## src/rtl/sdram_init_seq.sv

```systemverilog
module sdram_init_seq #(
  parameter int CLK_MHZ       = 143,
  parameter int PAUSE_US      = 200,
  parameter int T_RP          = 3,
  parameter int T_RFC         = 10,
  parameter int T_MRD         = 2,
  parameter int NUM_REFRESH   = 8,
  parameter bit REFRESH_FIRST = 1'b0,
  parameter int ADDR_W        = 12,
  parameter int BA_W          = 2,
  parameter int DQM_W         = 2,
  parameter logic [ADDR_W-1:0] MODE_VALUE = 12'h032
) (
  input  logic              clk,
  input  logic              rst_n,
  output logic              cs_n,
  output logic              ras_n,
  output logic              cas_n,
  output logic              we_n,
  output logic              cke,
  output logic [DQM_W-1:0]  dqm,
  output logic [ADDR_W-1:0] addr,
  output logic [BA_W-1:0]   ba,
  output logic              ready
);
  localparam int PAUSE_CYC = CLK_MHZ * PAUSE_US;
  localparam int GAP_MAX   = (T_RFC > T_RP) ? ((T_RFC > T_MRD) ? T_RFC : T_MRD)
                                            : ((T_RP > T_MRD) ? T_RP : T_MRD);
  localparam int CNT_MAX   = (PAUSE_CYC > GAP_MAX) ? PAUSE_CYC : GAP_MAX;
  localparam int CNT_W     = $clog2(CNT_MAX + 1);
  localparam int RC_W      = $clog2(NUM_REFRESH + 1);

  localparam logic [3:0] CMD_NOP = 4'b0111;
  localparam logic [3:0] CMD_PRE = 4'b0010;
  localparam logic [3:0] CMD_REF = 4'b0001;
  localparam logic [3:0] CMD_MRS = 4'b0000;

  typedef enum logic [2:0] {ST_PAUSE, ST_PRE_GAP, ST_MRS_GAP, ST_REF_GAP, ST_DONE} st_t;

  st_t               st;
  logic [CNT_W-1:0]  cnt;
  logic [RC_W-1:0]   rcnt;
  logic [3:0]        cmd_q;
  logic [ADDR_W-1:0] addr_q;
  logic              ready_q;

  assign {cs_n, ras_n, cas_n, we_n} = cmd_q;
  assign cke   = 1'b1;
  assign dqm   = {DQM_W{~ready_q}};
  assign addr  = addr_q;
  assign ba    = '0;
  assign ready = ready_q;

  always_ff @(posedge clk or negedge rst_n) begin
    if (!rst_n) begin
      st      <= ST_PAUSE;
      cnt     <= CNT_W'(PAUSE_CYC);
      rcnt    <= '0;
      cmd_q   <= CMD_NOP;
      addr_q  <= '0;
      ready_q <= 1'b0;
    end else begin
      cmd_q  <= CMD_NOP;
      addr_q <= '0;
      if (cnt != '0) begin
        cnt <= cnt - 1'b1;
      end else begin
        case (st)
          ST_PAUSE: begin
            cmd_q      <= CMD_PRE;
            addr_q[10] <= 1'b1;
            cnt        <= CNT_W'(T_RP - 1);
            st         <= ST_PRE_GAP;
          end
          ST_PRE_GAP: begin
            if (REFRESH_FIRST) begin
              cmd_q <= CMD_REF;
              rcnt  <= RC_W'(1);
              cnt   <= CNT_W'(T_RFC - 1);
              st    <= ST_REF_GAP;
            end else begin
              cmd_q  <= CMD_MRS;
              addr_q <= MODE_VALUE;
              cnt    <= CNT_W'(T_MRD - 1);
              st     <= ST_MRS_GAP;
            end
          end
          ST_REF_GAP: begin
            if (rcnt < RC_W'(NUM_REFRESH)) begin
              cmd_q <= CMD_REF;
              rcnt  <= rcnt + 1'b1;
              cnt   <= CNT_W'(T_RFC - 1);
            end else if (REFRESH_FIRST) begin
              cmd_q  <= CMD_MRS;
              addr_q <= MODE_VALUE;
              cnt    <= CNT_W'(T_MRD - 1);
              st     <= ST_MRS_GAP;
            end else begin
              ready_q <= 1'b1;
              st      <= ST_DONE;
            end
          end
          ST_MRS_GAP: begin
            if (REFRESH_FIRST) begin
              ready_q <= 1'b1;
              st      <= ST_DONE;
            end else begin
              cmd_q <= CMD_REF;
              rcnt  <= RC_W'(1);
              cnt   <= CNT_W'(T_RFC - 1);
              st    <= ST_REF_GAP;
            end
          end
          default: st <= ST_DONE;
        endcase
      end
    end
  end
endmodule

```

## config.mk

```make
export PLATFORM = sky130hd
export DESIGN_NAME = sdram_init_seq
export DESIGN_NICKNAME = d
export VERILOG_FILES = /design/src/rtl/sdram_init_seq.sv
export SDC_FILE = /design/constraint.sdc
export NUM_CORES = 1
export LEC_CHECK = 0
export ABC_CLOCK_PERIOD_IN_PS = 2200
export CAP_MARGIN = 20
export CORE_ASPECT_RATIO = 1.75
export CORE_MARGIN = 1.5
export CORE_UTILIZATION = 49
export DETAILED_ROUTE_END_ITERATION = 16
export GPL_TIMING_DRIVEN = 0
export PLACE_DENSITY_LB_ADDON = 0.12
export SYNTH_ARGS = -nofsm -noshare
export SYNTH_HDL_FRONTEND = slang
export SYNTH_SLANG_ARGS = --single-unit
```

## constraint.sdc

```tcl
create_clock -name clk -period 2.2 [get_ports clk]
set_clock_uncertainty 0.2 [all_clocks]
set_input_delay 0.55 -clock clk [delete_from_list [all_inputs] [get_ports clk]]
set_output_delay 0.55 -clock clk [all_outputs]
set_load 0.02 [all_outputs]
```

* After elaboration in Yosys (flattened, before gate mapping) *
Cells that the tools add are included.
W data, S select, Z words.

storage, ports and cells
  flip-flop bits (word level) = 39
  input bits = 2
  output and inout port bits = 22
  logic and storage cells = 39

cells by class
  add/sub/neg operators = 2
  order comparisons = 1
  equal/unequal tests = 6
  multiplexer cells = 13
  bitwise operators = 3
  reductions and logical operators = 8

operator list
  operator                 count
  $pmux W15 S4             1
  $mux W15                 2
  $pmux W3 S4              2
  $reduce_bool A15 Y1      1
  $sub A15 B1 Y15 const B  1
  $mux W11                 1
  $mux W3                  3
  $pmux W4 S2              1
  $eq A3 B2 Y1 const B     2
  $mux W6                  1
  $reduce_and A3 Y1        2
  $reduce_bool A5 Y1       1
  $add A4 B1 Y4 const B    1
  $lt A4 B4 Y1 const B     1
  $mux W4                  1
  $ne A2 B2 Y1 const B     2
  $reduce_and A2 Y1        2
  $eq A3 B1 Y1 const B     1
  $logic_not A3 Y1         1
  $ne A3 B3 Y1 const B     1
  $not A1 Y1               3
  $reduce_bool A2 Y1       1
  $mux W1                  1

* Logic depth before layout (Yosys ltp) *
Gate-level depths: netlist of run 1.

  depth in word-level cells = 4
  depth in mapped cells = 7
  depth with buffers taken out = 6

* Worst setup path before layout of run 1 *
OpenSTA, ideal clock, no wires.

  path type = register -> register
  start = register cnt[0]
  end = register cnt[14]
  setup time = 0.080 ns
  arrival time = 1.669 ns
  data required time = 1.920 ns
  setup slack = 0.251 ns
  stages on the path, launching flop included = 6
  buffers on the path = 0
  clock period less this slack = 1.949 ns
  path through = dfrtp_1 inv_1 ha_1 or3b_4 or4b_4 xnor2_2

on the way
  cells in the longest elaborated chain, start to end = 3
  elaborated cells between the ends (all ways) = 6
  classes of those cells = 1 x add/sub; 1 x eq/ne; 1 x mux; 3 x reduce/logical

RTL lines
  item                                                     line  text
  start: declaration                                       41    logic [CNT_W-1:0] cnt;
  start signal: assignment                                 57    cnt <= CNT_W'(PAUSE_CYC);
  start signal: assignment                                 66    cnt <= cnt - 1'b1;
  start signal: assignment                                 72    cnt <= CNT_W'(T_RP - 1);
  branches (longest 3 deep; another with $sub A15 B1 Y15)  --

Parallel ways; which one is timed is not known.
A chain may end at the register's enable or synchronous reset.

* Final worst setup path of run 1 *
  start = register cmd_q[2]
  end = output ras_n

RTL lines
  item                      line  text
  start: declaration        43    logic [3:0] cmd_q;
  start signal: assignment  59    cmd_q <= CMD_NOP;
  start signal: assignment  63    cmd_q <= CMD_NOP;
  start signal: assignment  70    cmd_q <= CMD_PRE;
  end: declaration          17    output logic ras_n,

No word-level cell between the ends.

==> reports/qor.yml, run 1 <==
floorplan:
  die_w_um: 44.8
  dieArea_mm2: 0.00342
  rows: 26
  ios: 24
  core_mm2: 0.00293
  initial_core_util: 0.512
  die_y_um: 76.2
drt:
  routed_wl_um: 2750
  drt_pass1_iterations: 4
  wire_per_inst_um: 13.8
  ant_nets: 0
  vias_per_cell: 5.36
  drc: 0
  initialDrtViolationCount: 19
  via_count: 1067
critical_path:
  critPathKind: "register to output pin"
  crit_path_max_incr_delay_ns: 0.59
  ff2ff_path_depth: 6
  regToRegEndpoint: "rcnt[2]"
  start_kind: "register"
  path_delay_family: "buffers and inverters"
  critical_path_arrival_ns: 1.39
  path_depth: 1
  critical_path_required_ns: 1.45
  path_buf_inv: 1
  reg2reg_slack_ns: 0.12
  r2r-start: "cnt[0]"
  cp-end-kind: "output pin"
  crit_path_top_delay_cell: "clkdlybuf4s50_1"
  cp_cell_sequence: "clkdlybuf4s50_1"
  path_max_fanout: 1
grt:
  grt_pass1_wl_um: 4580
  grt_pass1_vias: 1035
  track_usage: 0.174
  antenna_found_initial: 0
  grt_max_degree: 19
  globalRouteOverflowTotal: 0
clock_network:
  htree_num_levels: 1
  cts_hold_buffers: 0
  clockBufferDepth: 2
  cts_made_buffers: 3
  cts_tree: "built"
  clk-insertion-delay-late_ns: 0.27
  clk_pin_slew_ns: 0.09
  cts-root-buf: "clkbuf_8"
  cts_sinks: 28
layout:
  fin_nets: 177
  fin_cells: 199
  antenna_cells: 0
  stdcell_area_mm2: 0.00179
  drive_above_1_share: 0.281
  area_delta_synth_final_pct: 19.1
yosys:
  synth-seq-cells: 28
  synth_top_area_cell: "dfrtp_1"
  syn_inst: 142
  synth_top_area_frac: 0.250
  synth_edf_count: 0
  async_flop_share: 1.00
  syn_avg_cell_area_um2: 10.6
  synth_ff_type: "dfrtp_1"
  synth.area.top_cells: "dfrtp_1 25%, dfstp_2 23%, buf_4 8.0%, mux2i_1 2.7%, ha_1 2.5%"
  yosysSeqAreaShare: 0.478
  yosys.cell_types.count: 41
  ys.warnings.count: 0
  synth_area_mm2: 0.00150
worst_hold_path:
  whs_endpoint: "cnt[9]"
  hold_depth: 1
  worstHoldStart: "cnt[9]"
  hp-class: "register to register"
sta:
  whs_ns: 0.311
  fin_crit_ns: 2.14
  finalCritPeriodShare: 0.971
  fmax_ghz: 0.468
  worst_pin_slew_ns: 0.586
  slew_viol_final: 0
  finalHoldViolations: 0
  slew_headroom: 0.608
  setup_violations: 0
  final.setup.tns_ns: 0
power_and_ir_drop:
  power.leakage_nw: 0.830
  power_mw: 0.853
  power.density_mw_per_mm2: 477
  vdd_drop_max_mv: 0.445
placed_design:
  post-dp-hpwl_um: 2090
  io_buffers: 11
  dpl-instance-area_mm2: 0.00171
  dpl.cell_count: 192
  place.gp.congestion: 0.796
flow_run:
  maxCapViolations: 0
run_status:
  status: "finished, final reports clean"
## timing repair
| item | CTS | global route |
|---|---|---|
| endpoints found under the setup margin | 0 | 4 |
| resized for setup | 0 | 2 |
| setup buffers | 0 | 3 |
## sequential cells by signal (all words and copies together) (netlist names)
name	count
ready	1
cnt	15
cmd_q	3
addr	2
rcnt	4
st	3
## report_power, final
part	switching [mW]	total [mW]	internal, mW
registers	0	0.516	0.516
logic	0.0317	0.0523	0.0207
clock network	0.155	0.285	0.130
total	0.187	0.853	0.666
## cell type report
class | count | area, µm²
flip-flops and latches | 28 | 717
repair buffers | 15 | 163
clock buffers | 4 | 45.0
inverters | 5 | 18.8
well taps | 28 | 35.0
fillers | 246 | 1140
multi-input cells | 98 | 661
plain buffers | 21 | 148
## placed cells by master (no fill, tap or decap), types with 3 or more instances in the layout
cell / netlist / final
nor3_1: 7 / 7
nor3_2: 3 / 3
buf_4: 16 / 19
nand2b_1: 3 / 3
clkdlybuf4s50_1: 0 / 10
a21oi_1: 5 / 5
clkbuf_1: 3 / 4
nand4_1: 3 / 3
dfstp_2: 13 / 13
conb_1: 2 / 12
mux2i_1: 4 / 4
nand3_1: 4 / 4
ha_1: 3 / 3
nor2_1: 9 / 9
o21ai_0: 3 / 3
inv_1: 5 / 5
xnor2_1: 4 / 4
dfrtp_1: 15 / 15
nand2_1: 8 / 8
clkbuf_8: 0 / 3
xor2_1: 4 / 4
## synth_stat cells (4+ instances only)
master	count
nand2_1	8
xor2_1	4
a21oi_1	5
buf_4	16
nor2_1	9
mux2i_1	4
nand3_1	4
inv_1	5
nor3_1	7
dfrtp_1	15
xnor2_1	4
dfstp_2	13
## per-stage QoR
step / util / setup WS, ns
2_1_floorplan: - / 0.251
3_3_place_gp: 0.575 / -0.00317
3_5_place_dp: 0.584 / 0.154
4_1_cts: 0.600 / 0.00980
5_1_grt: 0.610 / -0.0617
6_report: 0.610 / 0.0648
## cells by family after synthesis
logic type      count (synthesis)  synth area share
fa+ha+maj                       3            0.0250
flops                          28             0.478
simple gates                   51             0.213
xor+xnor                        9            0.0575
other cells                     2           0.00501
compound gates                 18            0.0767
mux                             5            0.0342
buf+inv                        26             0.111
## per-layer routing
layer	track usage	share of wire
met3	0.0237	0.021
met5	0	0
met1	0.194	0.41
met2	0.312	0.56
met4	0.0706	0.016
## worst max-delay path by stage
stage                   from       to  slack (ns)
floorplan             cnt[0]  cnt[14]        0.25
global placement       rst_n   cnt[2]      -0.003
CTS                    ready   dqm[1]        0.01
finish              cmd_q[2]    ras_n        0.06
detailed placement    cnt[0]  cnt[14]        0.15
global route          cnt[0]   cnt[1]       -0.06
(Power assumes the default switching activity.)
==> run 2, diff against run 1 <==
Settings changed: CORE_UTILIZATION 49 to 52.
==> reports/qor.yml, run 2 (synthesis gave the netlist of run 1 again) <==
run_status:
  status: "finished, final reports clean"
grt:
  busiest_layer: "met2"
  grt_max_degree: 22  # +3
  use_met1: 0.207  # +0.0126
  globalRouteOverflowTotal: 0  # unchanged
  antenna_found_initial: 0  # unchanged
  track_usage: 0.188  # +0.0141
  grt_pass1_wl_um: 4620  # +0.76%
  globalRouteMet3Util: 0.0218  # -0.00185
  grt_pass1_vias: 1068  # +3.2%
  grt_use_met2: 0.356  # +0.0446
critical_path:
  crit_path_top_delay_cell: "clkdlybuf4s50_1"
  path_depth: 1  # unchanged
  path_max_fanout: 1  # unchanged
  critical_path_arrival_ns: 1.38  # about the same
  regToRegEndpoint: "cnt[12]"
  path_delay_family: "buffers and inverters"
  critPathKind: "register to output pin"
  crit_start: "cmd_q[2]"
  critical_path_required_ns: 1.45  # about the same
  cp_cell_sequence: "clkdlybuf4s50_1"
  crit_path_max_incr_delay_ns: 0.59  # about the same
  start_kind: "register"
  ff2ff_path_depth: 6  # unchanged
  setup.worst_path.end: "ras_n"
  reg2reg_slack_ns: 0.12  # about the same
  path_buf_inv: 1  # unchanged
  cp-end-kind: "output pin"
  r2r-start: "cnt[1]"
power_and_ir_drop:
  switching_share: 0.210  # -0.00927
  vdd_drop_max_mv: 0.348  # -22%
  power.leakage_nw: 0.811  # -2.2%
  switchingPower_mw: 0.176  # -5.8%
  clockPowerShare: 0.327  # -0.007
  power.density_mw_per_mm2: 481  # +0.66%
  intPower_mw: 0.663  # -0.42%
  share_seq_of_total_power: 0.614  # +0.010
  p_comb_frac: 0.059  # -0.002
clock_network:
  htree_num_levels: 1  # unchanged
  post_cts_buffers: 0  # unchanged
  cts_made_buffers: 3  # unchanged
  clockBufferDepth: 2  # unchanged
  cts_sinks: 28  # unchanged
  clk-insertion-delay-late_ns: 0.27  # about the same
  cts_tree: "built"
  cts-root-buf: "clkbuf_8"
  clk_pin_slew_ns: 0.08  # about the same
floorplan:
  ios: 24  # unchanged
  die_w_um: 43.6  # -2.7%
  rows: 25  # -3.8%
  die_y_um: 74.1  # -2.8%
  core_mm2: 0.00272  # -7.1%
  dieArea_mm2: 0.00323  # -5.5%
  initial_core_util: 0.551  # +0.0389
layout:
  top_register: "cnt"
  reg.largest.list: "cnt: 15 flops, rcnt: 4 flops"
  antenna_cells: 0  # unchanged
  area_delta_synth_final_pct: 16.4
  final_cell_mix: "16 x buf_4, 15 x dfrtp_1, 13 x dfstp_2"
  final_common_cell: "buf_4"
  fillers: 243  # -1.2%
  drive_above_1_share: 0.274  # -0.00689
  fin_nets: 174  # -1.7%
  largest_reg_flops: 15  # unchanged
  utilization: 0.642  # +0.0316
  fin_cells: 195  # -2.0%
sta:
  slew_viol_final: 0  # unchanged
  setup_ws_ns: 0.0722  # +0.00741 ns
  final.setup.tns_ns: 0  # unchanged
  whs_ns: 0.308  # -0.00250 ns
  fin_crit_ns: 2.13  # -0.00741 ns
  fmax_ghz: 0.470  # +0.35%
  finalCritPeriodShare: 0.967  # -0.00337
  finalHoldViolations: 0  # unchanged
  setup_violations: 0  # unchanged
  rsz0062_at_grt: "false"
worst_hold_path:
  hp-class: "register to register"
drt:
  drt_pass1_iterations: 2  # -2
  vias_per_cell: 5.31  # -1.0%
  wire_per_inst_um: 13.7  # -0.69%
  ant_nets: 0  # unchanged
  routed_wl_um: 2680  # -2.7%
  via_count: 1035  # -3.0%
  drc: 0  # unchanged
  initialDrtViolationCount: 17  # -2
placed_design:
  dpl.cell_count: 191  # -0.52%
  post-dp-hpwl_um: 2120  # +1.2%
  preCtsSetupSlack_ns: 0.110  # -0.0439 ns
  place.gp.congestion: 0.793  # -0.33%
  io_buffers: 11  # unchanged
flow_run:
  maxCapViolations: 0  # unchanged
==> run 2: worst min-delay path by stage <==
stage                      start       end  slack (ns)  cells past startpoint
after detailed placement  cnt[0]    cnt[0]        0.29                      1
after floorplan            rst_n  addr[10]        0.05                      0
after global routing      cnt[8]    cnt[8]        0.32                      1
after CTS                 cnt[0]    cnt[0]        0.31                      1
final                     cnt[8]    cnt[8]        0.31                      1
after global placement     ready     ready        0.28                      2
==> run 2: area by class of cell <==
cell class | instances | area [µm²] | area share
Inverter | 5 | 18.8 | 0.0107
Sequential cell | 28 | 717 | 0.410
Multi-Input combinational cell | 98 | 657 | 0.376
Timing Repair Buffer | 12 | 128 | 0.0731
Buffer | 21 | 148 | 0.0845
Tap cell | 27 | 33.8 | 0.0193
Clock buffer | 4 | 45.0 | 0.0258
==> run 2: per-layer routing <==
layer  up-vias  wire length (µm)
met5         -                 0
met4         0                36
met3         4                52
met2        13              1580
met1       499              1010
li1        519                 -
==> run 2: power groups by stage <==
stage          registers (mW)  clock network, mW  logic (mW)
3_3_place_gp            0.525                  0      0.0455
4_1_cts                 0.516              0.288      0.0493
5_1_grt                 0.516              0.301      0.0546
2_1_floorplan           0.525                  0      0.0341
3_5_place_dp            0.525                  0      0.0492
6_report                0.516              0.274      0.0496
==> run 2: timing repair <==
action,4_1_cts,5_1_grt
resized for setup,0,3
setup endpoints to repair,0,2
hold buffers,0,0
==> run 2: through the flow <==
stage	power [mW]	area, µm²
floorplan	0.559	1540
global placement	0.570	1680
detailed placement	0.574	1700
CTS	0.853	1740
global route	0.872	1750
finish	0.839	1750
